--- src/rtl/evreg_pkg.sv ---
package evreg_pkg;
  localparam int AW  = 12;
  localparam int DW  = 32;
  localparam int BW  = 8;
  localparam int NEV = 4;

  // event indices, also the interrupt-enable bit positions
  localparam int EV_RX   = 0;
  localparam int EV_TX   = 1;
  localparam int EV_ERR  = 2;
  localparam int EV_RXTO = 3;

  localparam logic [AW-1:0] A_RX_GO   = 12'h000;
  localparam logic [AW-1:0] A_RX_HALT = 12'h004;
  localparam logic [AW-1:0] A_TX_GO   = 12'h008;
  localparam logic [AW-1:0] A_TX_HALT = 12'h00C;
  localparam logic [AW-1:0] A_PAUSE   = 12'h01C;
  localparam logic [AW-1:0] A_EV_RX   = 12'h100;
  localparam logic [AW-1:0] A_EV_TX   = 12'h104;
  localparam logic [AW-1:0] A_EV_ERR  = 12'h108;
  localparam logic [AW-1:0] A_EV_RXTO = 12'h10C;
  localparam logic [AW-1:0] A_IEN     = 12'h300;
  localparam logic [AW-1:0] A_IEN_SET = 12'h304;
  localparam logic [AW-1:0] A_IEN_CLR = 12'h308;
  localparam logic [AW-1:0] A_ERRSRC  = 12'h400;
  localparam logic [AW-1:0] A_ENABLE  = 12'h500;
  localparam logic [AW-1:0] A_PSEL0   = 12'h508;
  localparam logic [AW-1:0] A_RXD     = 12'h518;
  localparam logic [AW-1:0] A_TXD     = 12'h51C;
  localparam logic [AW-1:0] A_BAUD    = 12'h524;

  localparam int              NPSEL     = 4;
  localparam logic [DW-1:0]   ENABLE_KEY = 32'd4;
  localparam logic [DW-1:0]   BAUD_INIT  = 32'h0400_0000;
  localparam logic [DW-1:0]   BRK_BITS   = 32'd3;
endpackage

--- src/rtl/evreg_run_ctl.sv ---
module evreg_run_ctl
  import evreg_pkg::*;
(
  input  logic          clk,
  input  logic          rst_n,
  input  logic          wr_enable,
  input  logic          wr_rx_go,
  input  logic          wr_rx_halt,
  input  logic          wr_tx_go,
  input  logic          wr_tx_halt,
  input  logic          wr_pause,
  input  logic [DW-1:0] wdata,
  output logic          enabled,
  output logic          tx_on,
  output logic          rx_on,
  output logic          rxto_set
);
  logic is_one, is_zero, halt_all, tx_clr, rx_clr;

  assign is_one   = (wdata == 32'd1);
  assign is_zero  = (wdata == '0);
  assign halt_all = (wr_pause && is_one) || (wr_enable && is_zero);
  assign tx_clr   = halt_all || (wr_tx_halt && is_one);
  assign rx_clr   = halt_all || (wr_rx_halt && is_one);
  assign rxto_set = rx_clr;

  always_ff @(posedge clk) begin
    if (!rst_n) begin
      enabled <= 1'b0;
      tx_on   <= 1'b0;
      rx_on   <= 1'b0;
    end else begin
      if (wr_enable) begin
        if (wdata == ENABLE_KEY) enabled <= 1'b1;
        else if (is_zero)        enabled <= 1'b0;
      end
      if (tx_clr)                  tx_on <= 1'b0;
      else if (wr_tx_go && is_one) tx_on <= 1'b1;
      if (rx_clr)                  rx_on <= 1'b0;
      else if (wr_rx_go && is_one) rx_on <= 1'b1;
    end
  end
endmodule

--- src/rtl/evreg_tx_handoff.sv ---
module evreg_tx_handoff #(
  parameter int BW = 8
) (
  input  logic          clk,
  input  logic          rst_n,
  input  logic          load,
  input  logic [BW-1:0] load_byte,
  output logic          out_valid,
  input  logic          out_ready,
  output logic [BW-1:0] out_byte,
  output logic          done
);
  logic pend_q;

  assign out_valid = pend_q;
  assign done      = pend_q && out_ready;

  always_ff @(posedge clk) begin
    if (!rst_n) begin
      pend_q   <= 1'b0;
      out_byte <= '0;
    end else if (done) begin
      pend_q <= 1'b0;
    end else if (load && !pend_q) begin
      pend_q   <= 1'b1;
      out_byte <= load_byte;
    end
  end
endmodule

--- src/rtl/evreg_irq_merge.sv ---
module evreg_irq_merge #(
  parameter int N = 4
) (
  input  logic [N-1:0] ev_hit,
  input  logic [N-1:0] ev_mask,
  output logic         irq
);
  logic [N-1:0] term;
  for (genvar i = 0; i < N; i++) begin : g_term
    assign term[i] = ev_hit[i] & ev_mask[i];
  end
  assign irq = |term;
endmodule

--- src/rtl/evreg_uart_ctrl.sv ---
module evreg_uart_ctrl
  import evreg_pkg::*;
(
  input  logic          clk,
  input  logic          rst_n,
  input  logic          bus_valid,
  input  logic          bus_write,
  input  logic [AW-1:0] bus_addr,
  input  logic [DW-1:0] bus_wdata,
  output logic [DW-1:0] bus_rdata,
  output logic          tx_valid,
  input  logic          tx_ready,
  output logic [BW-1:0] tx_data,
  input  logic          rx_valid,
  output logic          rx_ready,
  input  logic [BW-1:0] rx_data,
  input  logic          brk_in,
  output logic          irq
);
  logic          wr, acc, en_q, tx_on, rx_on, rxto_set, tx_done;
  logic          ev_rx_q;
  logic [DW-1:0] ev_tx_q, ev_err_q, ev_rxto_q, ien_q, errsrc_q, baud_q;
  logic [DW-1:0] psel_q [NPSEL];
  logic [BW-1:0] rxd_q;
  logic [DW-1:0] rmux;
  logic [NEV-1:0] hit;

  assign wr  = bus_valid && bus_write;
  assign acc = wr && en_q;
  assign rx_ready = rx_on;

  evreg_run_ctl u_run (
    .clk(clk), .rst_n(rst_n),
    .wr_enable (wr  && bus_addr == A_ENABLE),
    .wr_rx_go  (acc && bus_addr == A_RX_GO),
    .wr_rx_halt(acc && bus_addr == A_RX_HALT),
    .wr_tx_go  (acc && bus_addr == A_TX_GO),
    .wr_tx_halt(acc && bus_addr == A_TX_HALT),
    .wr_pause  (acc && bus_addr == A_PAUSE),
    .wdata(bus_wdata),
    .enabled(en_q), .tx_on(tx_on), .rx_on(rx_on), .rxto_set(rxto_set)
  );

  evreg_tx_handoff #(.BW(BW)) u_tx (
    .clk(clk), .rst_n(rst_n),
    .load(acc && bus_addr == A_TXD && tx_on),
    .load_byte(bus_wdata[BW-1:0]),
    .out_valid(tx_valid), .out_ready(tx_ready),
    .out_byte(tx_data), .done(tx_done)
  );

  assign hit[EV_RX]   = ev_rx_q;
  assign hit[EV_TX]   = (ev_tx_q   != '0);
  assign hit[EV_ERR]  = (ev_err_q  != '0);
  assign hit[EV_RXTO] = (ev_rxto_q != '0);

  evreg_irq_merge #(.N(NEV)) u_irq (
    .ev_hit(hit), .ev_mask(ien_q[NEV-1:0]), .irq(irq)
  );

  // events, interrupt enable, error source, plain storage
  always_ff @(posedge clk) begin
    if (!rst_n) begin
      ev_rx_q   <= 1'b0;
      ev_tx_q   <= '0;
      ev_err_q  <= '0;
      ev_rxto_q <= '0;
      ien_q     <= '0;
      errsrc_q  <= '0;
      baud_q    <= BAUD_INIT;
      rxd_q     <= '0;
      for (int i = 0; i < NPSEL; i++) psel_q[i] <= '1;
    end else begin
      if (rx_valid && rx_on) begin
        ev_rx_q <= 1'b1;
        rxd_q   <= rx_data;
      end else if (acc && bus_addr == A_EV_RX && bus_wdata == '0) begin
        ev_rx_q <= 1'b0;
      end
      // hardware sets take priority over software writes
      if (tx_done)                          ev_tx_q <= 32'd1;
      else if (acc && bus_addr == A_EV_TX)  ev_tx_q <= bus_wdata;
      if (brk_in)                           ev_err_q <= 32'd1;
      else if (acc && bus_addr == A_EV_ERR) ev_err_q <= bus_wdata;
      if (rxto_set)                          ev_rxto_q <= 32'd1;
      else if (acc && bus_addr == A_EV_RXTO) ev_rxto_q <= bus_wdata;
      if (acc && bus_addr == A_ERRSRC)
        errsrc_q <= (errsrc_q & ~bus_wdata) | (brk_in ? BRK_BITS : '0);
      else if (brk_in)
        errsrc_q <= errsrc_q | BRK_BITS;
      if (acc) begin
        case (bus_addr)
          A_IEN:     ien_q  <= bus_wdata;
          A_IEN_SET: ien_q  <= ien_q | bus_wdata;
          A_IEN_CLR: ien_q  <= ien_q & ~bus_wdata;
          A_BAUD:    baud_q <= bus_wdata;
          default: ;
        endcase
        for (int i = 0; i < NPSEL; i++)
          if (bus_addr == A_PSEL0 + AW'(4 * i)) psel_q[i] <= bus_wdata;
      end
    end
  end

  always_comb begin
    rmux = '0;
    case (bus_addr)
      A_EV_RX:   rmux = {{(DW-1){1'b0}}, ev_rx_q};
      A_EV_TX:   rmux = ev_tx_q;
      A_EV_ERR:  rmux = ev_err_q;
      A_EV_RXTO: rmux = ev_rxto_q;
      A_IEN, A_IEN_SET, A_IEN_CLR: rmux = ien_q;
      A_ERRSRC:  rmux = errsrc_q;
      A_ENABLE:  rmux = ENABLE_KEY;
      A_RXD:     rmux = {{(DW-BW){1'b0}}, rxd_q};
      A_TXD:     rmux = {{(DW-BW){1'b0}}, tx_data};
      A_BAUD:    rmux = baud_q;
      default: ;
    endcase
    for (int i = 0; i < NPSEL; i++)
      if (bus_addr == A_PSEL0 + AW'(4 * i)) rmux = psel_q[i];
  end

  always_ff @(posedge clk) begin
    if (!rst_n)                       bus_rdata <= '0;
    else if (bus_valid && !bus_write) bus_rdata <= en_q ? rmux : '0;
  end
endmodule

--- config.mk ---
export PLATFORM = sky130hd
export DESIGN_NAME = evreg_uart_ctrl
export DESIGN_NICKNAME = d
export VERILOG_FILES = /design/src/rtl/evreg_pkg.sv /design/src/rtl/evreg_run_ctl.sv /design/src/rtl/evreg_tx_handoff.sv /design/src/rtl/evreg_irq_merge.sv /design/src/rtl/evreg_uart_ctrl.sv
export SDC_FILE = /design/constraint.sdc
export NUM_CORES = 1
export LEC_CHECK = 0
export BUFFER_PORTS_ARGS = -buffer_cell sky130_fd_sc_hd__buf_2
export CORE_MARGIN = 2
export CORE_UTILIZATION = 48
export CTS_BUF_LIST = sky130_fd_sc_hd__clkbuf_2
export CTS_CLUSTER_SIZE = 12
export DETAILED_ROUTE_END_ITERATION = 10
export GPL_TIMING_DRIVEN = 0
export HOLD_SLACK_MARGIN = 0.03
export PLACE_DENSITY = 0.72
export SLEW_MARGIN = 10
export SYNTH_ARGS = -nofsm -noshare
export SYNTH_HDL_FRONTEND = slang
export SYNTH_SLANG_ARGS = --single-unit
--- constraint.sdc ---
create_clock -name clk -period 8 [get_ports clk]
set_input_delay 2 -clock clk [delete_from_list [all_inputs] [get_ports clk]]
set_output_delay 2 -clock clk [all_outputs]
set_load 0.005 [all_outputs]
### Word level (Yosys, flattened, before mapping)

Memories as Yosys holds them, arrays and structs flattened.
Index checks and enable logic that the tools add are counted.

* flip-flop bits (word level): 245
* latch bits: 0
* memory bits (writable): 128
* bits in read-only memories: 0
* input port bits: 59
* output and inout bits: 43
* memories: 1

* add/sub/neg operators: 0
* multipliers: 0
* div/mod/pow operators: 0
* order comparisons: 0
* equality and inequality tests: 22
* shift operators: 0
* mux-type cells: 41
* bitwise logic cells: 15
* reductions and logical operators: 53

Memories
* psel_q: depth 4, width 32, rd ports 4, clocked after Yosys merged registers in 0, write ports 4, RTL line evreg_uart_ctrl.sv:23 `logic [DW-1:0] psel_q [NPSEL];`

Operators with widths (count)
* two-way mux 32 bit: 10
* one-hot mux 32 bit (10 select lines): 1
* equality test 12 x 11 -> 1 bit, second input constant: 9
* one-hot mux 32 bit (3 select lines): 1
* nonzero test 32 bit: 3
* AND 32 bit: 2
* equality test 12 x 9 -> 1 bit, second input constant: 4
* equality test 12 x 10 -> 1 bit, second input constant: 3
* equality test 32 x 1 -> 1 bit, second input constant: 1
* equality test 32 x 3 -> 1 bit, second input constant: 1
* zero test 32 bit: 1
* inverter 32 bit: 1
* bitwise OR 32 x 2 -> 32 bit: 1
* bitwise OR 32 bit: 1
* two-way mux 1 bit: 27
* logical AND 1 bit: 26
* equality test 12 x 4 -> 1 bit, second input constant: 2
* equality test 12 x 3 -> 1 bit, second input constant: 1
* equality test 12 x 5 -> 1 bit, second input constant: 1
* zero test 12 bit: 1
* nonzero test 2 bit: 6
* AND reduction 2 bit: 4
* OR reduction 2 bit: 4
* AND 1 bit: 4
* other kinds (8): 16

### Logic depth before layout (Yosys ltp)

Gate-level depths: netlist of run 1.

* word-level depth: 8
* mapped depth: 9

### Hierarchy

A second synthesis of run 1 with hierarchy kept.

* cells, all modules: 1900
* area total of the unflattened synthesis: 17262.8 um2

Modules (own cells, without submodules)
* evreg_uart_ctrl: times used 1, cells an instance 1825, area each 16624.7 um2
* evreg_tx_handoff: times used 1, cells an instance 40, area each 382.9 um2
* evreg_run_ctl: times used 1, cells an instance 32, area each 236.5 um2
* evreg_irq_merge: times used 1, cells an instance 3, area each 18.8 um2

### Worst setup path before layout of run 1

Ideal clock, no wire load.

* path kind: input -> register
* start: input port bus_addr[5]
* end: memory psel_q[3][0] (enable)
* library setup time: 466 ps
* arrival: 5476 ps
* required time: 7534 ps
* path slack: 2059 ps
* stages on the path: 6
* buffers on the path: 2
* path through: or4b_1 buf_2 nor2_2 nand2_1 clkbuf_1 o21ai_0

RTL lines
* from (decl): RTL line evreg_uart_ctrl.sv:8 `input logic [AW-1:0] bus_addr,`
* to (decl): RTL line evreg_uart_ctrl.sv:23

### Worst setup path after layout of run 1

* start: input port bus_addr[3]
* end: register ien_q[18]

* word-level cells in the longest chain between the ends: 3

RTL lines
* equality test 12 x 10 -> 1 bit: RTL line evreg_uart_ctrl.sv:92 `case (bus_addr)`
* nonzero test 3 bit (no line)
* AND reduction 2 bit (no line)
* to (signal assigned): RTL line evreg_uart_ctrl.sv:93 `A_IEN: ien_q <= bus_wdata;`
* to (signal assigned): RTL line evreg_uart_ctrl.sv:94 `A_IEN_SET: ien_q <= ien_q | bus_wdata;`
* to (signal assigned): RTL line evreg_uart_ctrl.sv:95 `A_IEN_CLR: ien_q <= ien_q & ~bus_wdata;`
* to (decl): RTL line evreg_uart_ctrl.sv:22 `logic [DW-1:0] ev_tx_q, ev_err_q, ev_rxto_q, ien_q, errsrc_q, baud_q;`

Parallel ways exist; a longest one is shown, timed or not.
A chain may end at the register's enable or synchronous reset.

==> metrics.txt, run 1 <==
Slew Viols, Final 0; cell mode on critical path buf_2; area grow syn2layout 13.0%; crit path kind input port to flip-flop; initial antenna violation count 2; first-pass GRT wire length 96.9 mm; smallest hold slack 437 ps; syn_area_per_cell slightly above 9 µm²; Placement Cell Area 18300 µm²; VDD IR max 0.0979 mV; max_cap viols 0; post-cts resize count 0; CTS Sinks 373; Final HPWL DP 46.9 mm; TritonCTS buffer count 96; total number of vias 16635; Die Span X between 150 and 200 µm; post-synth top area share 0.288; NumNets Final 2120; clock buffer depth 3; critical path's largest stage delay approximately 1100 ps; Net Count, Synth between 1500 and 2000; CTS Hold Bufs 0; Synth Register Bits 373; drt first pass iters 8; total grt overflow 0; startpoint types input port; largest cells by area after synthesis dfxtp_1 29%, edfxtp_1 23%, nand2_1 8.7%; FF-to-FF Start u_run.enabled; Post-synth top flop dfxtp_1; hold_sp errsrc_q[15]; RePlAce Congestion between 0.9 and 1; CP cell instances buf_2, buf_2, a211oi_1, nand4_1, a211oi_2, buf_4, o2bb2ai_1; Req. time, crit path 8910 ps; commonest cells in the netlist 395 x nand2_1, 245 x dfxtp_1, 173 x a21oi_1, 128 x edfxtp_1, 125 x clkbuf_1; leading area contributor after synthesis dfxtp_1; Worst Hold Class flip-flop to flip-flop; EDFF count, synth around 130; cell area after layout a little under 20000 µm²; vias in the first global route 15825; Power Total 3.55 mW; # IOs roughly 100; die footprint between 30000 and 40000 µm²; total wire length 66.0 mm; row count 68; CTS tree yes; count of cell types in the netlist 70; Ys Warns 0; Clock Skew roughly 110 ps; post-CTS setup buffer count 0; top-count cell post-synth nand2_1; Die Ht 192 µm; GRT Total Usage 0.355; Post-Syn Instances 1857; worst endpoint data arrival time 5780 ps; drt drc 0; Final Hold Viols 0; Root Driver clkbuf_2; Mapped Area 17000 µm²; Synth async-reset ratio 0; H-tree depth 3; fmax 205 MHz; fin crit period 4870 ps; crit-path max FO 10; Crit. End Element flip-flop; I/O Buffers 100; via/cell ratio 6.41; post-DR wirelength/cell approximately 25 µm; Initial Util 0.490; final period utilization 0.609; Power Density roughly 180 nW/µm²; initial DRC count 2149; slew margin rel. 0.0992; clk_lat worst skew 1050 ps; layout cells sized above 1 0.178; Leak 6.08 nW; endpoints failing setup 0; Crit-path slowest cell a211oi_2; final antenna-violating net count 0; worst-margin pin slew 1350 ps; Worst-path clk slew 90 ps; largest net degree at the start of global routing 20; outcome finished clean; RSZ-0062 raised after global routing no; sequential area share after synthesis 0.514; core area 34700 µm²; CP Launch Point bus_addr[3]
==> cells by family (layout without fill, tap and decap cells) <==
kind of cell | after synthesis | count (layout) | share of synthesized area
mux | 41 | 41 | 0.0264
flops | 373 | 373 | 0.514
simple gates | 805 | 805 | 0.235
buf+inv | 182 | 463 | 0.0461
compound gates | 456 | 456 | 0.179
other cells | 0 | 4 | 0
==> final timing paths <==
| kind | endpoint | slack [ps] | cells after the start |
|---|---|---|---|
| worst min register to register | errsrc_q[15] | 440 | 2 |
| worst max-delay path | ien_q[18] | 3130 | 7 |
| worst min-delay path | errsrc_q[15] | 440 | 2 |
| worst max register to register | bus_rdata[18] | 4640 | 6 |
==> state kept, by name (all words and copies together), names as in the netlist <==
name,count
baud_q,32
bus_rdata,32
errsrc_q,32
ev_err_q,32
ev_rx_q,1
ev_rxto_q,32
ev_tx_q,32
ien_q,32
psel_q,128
rxd_q,8
u_run.enabled,1
u_run.rx_on,1
u_run.tx_on,1
u_tx.out_byte,8
u_tx.out_valid,1
==> worst max-delay path: cells and delay by family <==
| family | cells | cell delay (ps) |
|---|---|---|
| AO/OA/AOI/OAI | 3 | 2200 |
| buffers and inverters | 3 | 720 |
| AND/OR/NAND/NOR | 1 | 840 |
==> placed cells by master (no fill, tap or decap), drive strengths merged, types with 22 or more instances in the layout <==
cell     count
nor2        90
dfxtp      245
and3        52
o2bb2ai     38
buf        160
a21oi      173
edfxtp     128
clkinv      22
or3         96
nand3       27
a22oi       88
a22o        26
nor4        41
mux2        31
or2         35
nand2      395
a31oi       29
clkbuf     271
==> stage by stage <==
| stage | TNS, ps | utilization | std cells | worst slack (ps) |
|---|---|---|---|---|
| 6_report | 0 | 0.554 | 2597 | 3130 |
| 5_1_grt | 0 | 0.554 | 2594 | 3090 |
| 4_1_cts | 0 | 0.553 | 2593 | 3100 |
| 3_5_place_dp | 0 | 0.527 | 2418 | 2540 |
| 3_3_place_gp | -125990 | 0.521 | 2412 | -1370 |
| 2_1_floorplan | 0 | - | 1857 | 2060 |
==> area by class of cell <==
| cell class | instances | area (µm²) |
|---|---|---|
| Fill cell | 3200 | 15500 |
| Sequential cell | 373 | 8750 |
| Multi-Input combinational cell | 1302 | 7540 |
| Buffer | 179 | 773 |
| Clock buffer | 146 | 731 |
| Timing Repair Buffer | 106 | 641 |
| Tap cell | 455 | 569 |
| Clock inverter | 29 | 201 |
| Inverter | 3 | 11.3 |
| Antenna cell | 4 | 10.0 |
==> per-layer routing <==
metal | up-vias | track usage | part of all wire
li1 | 7240 | - | -
met1 | 8029 | 0.469 | 0.39
met2 | 1132 | 0.533 | 0.44
met3 | 234 | 0.0929 | 0.12
met4 | 0 | 0.190 | 0.051
met5 | - | 0 | 0
==> where the power goes <==
group | switching [mW] | internal [mW]
logic | 0.142 | 0.0416
registers | 0.00139 | 1.95
clock network | 0.822 | 0.584
No activity file was read; power rests on OpenSTA's default activity.
==> inputs of run 2 (changes only) <==
ABC_AREA = 1   (was unset)
PLACE_DENSITY = 0.75   (was 0.72)
clock period = 4.4 ns   (was 8 ns; I/O delays follow)
==> metrics.txt, run 2 <==
outcome finished clean; GRT Total Usage 0.289 (-0.0663); leading area contributor after synthesis dfxtp_1; post-CTS setup buffer count 0 (unchanged); drt drc 0 (unchanged); post-cts resize count 0 (unchanged); via/cell ratio 5.49 (-14%); top-count cell post-synth nand2_1; Req. time, crit path 3300 ps (-5610 ps); worst path buffer plus inverter count 2 (-1); clk_lat worst skew 980 ps (-70 ps); vias in the first global route 14809 (-6.4%); Power Density 325 nW/µm² (+76%); Placement Cell Area 18100 µm² (-0.99%); Post-Synth Adder-Cell Area 0 (unchanged); layout cells sized above 1 0.142 (-0.0356); register area 8750 µm² (unchanged); Finished Layout Cells 2897 (+12%); Synth Area in Compound Gates 0.129 (-0.0495); Synth Register Bits 373 (unchanged); Biggest register psel_q; Synth async-reset ratio 0 (unchanged); Clock Skew 61.3 ps (-51.0 ps); drt first pass iters 5 (-3); commonest non-fill, non-tap cell in the layout nand2_1; CTS tree yes; Final Hold Viols 0 (unchanged); Net Count, Synth 2229 (+16%); I/O Buffers 100 (unchanged); Synth Area in XOR/XNOR 0 (unchanged); initial antenna violation count 1 (-1); startpoint types flip-flop; proportion of synthesized area in mux cells 0 (-0.0264); core area 34500 µm² (-0.49%); Crit-path slowest cell nor4_1; H-tree depth 3 (unchanged); slack of the critical path 478 ps (-2650 ps); CTS Sinks 373 (unchanged); largest net degree at the start of global routing 23 (+15%); Power Total 6.15 mW (+74%); first-pass GRT wire length 81.2 mm (-16%); Ys Warns 0 (unchanged); max reg flops 128 (unchanged); NumNets Final 2429 (+15%); total grt overflow 0 (unchanged); Root Driver clkbuf_2; crit path kind flip-flop to output port; area grow syn2layout 12.2%; Post-synth top flop dfxtp_1; DP Cell Count 2729 (+13%); max_cap viols 0 (unchanged); sequential area share after synthesis 0.518 (+0.00453); Die Span X 192 µm (-0.43%); Post-Syn Instances 2170 (+17%); Initial Util 0.489 (-0.00189); total wire length 52.3 mm (-21%); initial DRC count 1663 (-23%); fill cell count 3375 (+5.5%); TritonCTS buffer count 94 (-2.1%); Mapped Area 16900 µm² (-0.87%); commonest cells in the netlist 398 x nand2_1, 326 x nor2_1, 245 x dfxtp_1, 238 x inv_1, 197 x nand3_1; largest cells by area after synthesis dfxtp_1 29%, edfxtp_1 23%, nand2_1 8.9%; smallest hold slack 369 ps (-67.2 ps); Crit. End Element output port; Slew Viols, Final 0 (unchanged); Final Util 0.548 (-0.00567); count of cell types in the netlist 35 (-50%); worst-margin pin slew 1220 ps (-131 ps); die footprint 36700 µm² (-0.86%); clock buffer depth 3 (unchanged); # IOs 102 (unchanged); Worst-path clk slew 100 ps (about the same); simple-gate share of the synthesized area 0.258 (+0.0226); endpoints failing setup 0 (unchanged); total number of vias 15908 (-4.4%); CP cell instances inv_1, nand4_1, nor4_1, a21oi_1, a21oi_1, nand3_1, buf_2; CTS Hold Bufs 0 (unchanged); delay-heaviest family, CP simple AND/OR/NAND/NOR gates; worst endpoint data arrival time 2820 ps (-2960 ps); most frequent cells in the layout 398 x nand2_1, 326 x nor2_1, 245 x dfxtp_1; critical path's largest stage delay 630 ps (-460 ps); Fin Setup TNS 0 ps (unchanged); final antenna-violating net count 0 (unchanged); Die Ht 192 µm (-0.43%); crit-path max FO 3 (-7); slew margin rel. 0.189 (+0.0895); cell mode on critical path a21oi_1; Leak 7.43 nW (+22%); cell area after layout 18900 µm² (-1.5%); largest family of logic cells by synthesized area simple AND/OR/NAND/NOR gates; final period utilization 0.891; post-DR wirelength/cell 18.1 µm (-29%); Worst Hold Class input port to flip-flop; RSZ-0062 raised after global routing no; multi-input logic area 6570 µm² (-13%); pre-CTS setup slack 355 ps (-2180 ps); row count 68 (unchanged); fmax roughly 260 MHz; Final HPWL DP 39.7 mm (-15%); fin crit period between 3000 and 4000 ps; EDFF count, synth 128 (unchanged); post-synth top area share 0.291 (+0.00254); syn_area_per_cell 7.78 µm² (-15%); VDD IR max 0.171 mV (+75%); RePlAce Congestion 0.948 (-2.8%)
==> run 2: where the power goes <==
group	leakage, nW	internal [mW]	switching, mW
sequential	2.84	3.55	0.00110
combinational	3.93	0.0526	0.200
clock	0.662	0.927	1.42
==> run 2: cells by family (layout without fill, tap and decap cells) <==
logic type	after synthesis	count (layout)
AO/OA/AOI/OAI	381	381
flip-flops	373	373
AND/OR/NAND/NOR	1011	1011
buffers and inverters	405	676
other	0	1
==> run 2: cell type report <==
class	instances	area share
repair buffers	104	0.0322
inverters	272	0.0539
clock buffers	146	0.0386
well taps	455	0.0301
flip-flops and latches	373	0.462
diodes	1	0.000132
plain buffers	133	0.0306
clock inverters	21	0.00562
multi-input cells	1392	0.347
==> run 2: path summary, 6_finish.rpt <==
check	cells past startpoint	start	slack (ps)	to
hold / removal	3	rx_data[1]	370	rxd_q[1]
hold reg to reg	2	bus_rdata[9]	470	bus_rdata[9]
setup / recovery	7	ev_tx_q[31]	480	irq
setup reg to reg	6	u_run.enabled	1840	psel_q[3][4]
==> run 2: worst reg2reg max path: stages (launching register included) <==
cell     delay, ps
dfxtp_1        440
inv_2           80
nor3_4         500
inv_2          130
buf_2          300
o21ai_4        560
buf_16         230
==> run 2: per-layer routing <==
| metal | vias up | wire [µm] | GRT usage |
|---|---|---|---|
| li1 | 7608 | - | - |
| met1 | 7397 | 22000 | 0.400 |
| met2 | 812 | 23500 | 0.451 |
| met3 | 91 | 5470 | 0.0540 |
| met4 | 0 | 1330 | 0.106 |
| met5 | - | 0 | 0 |
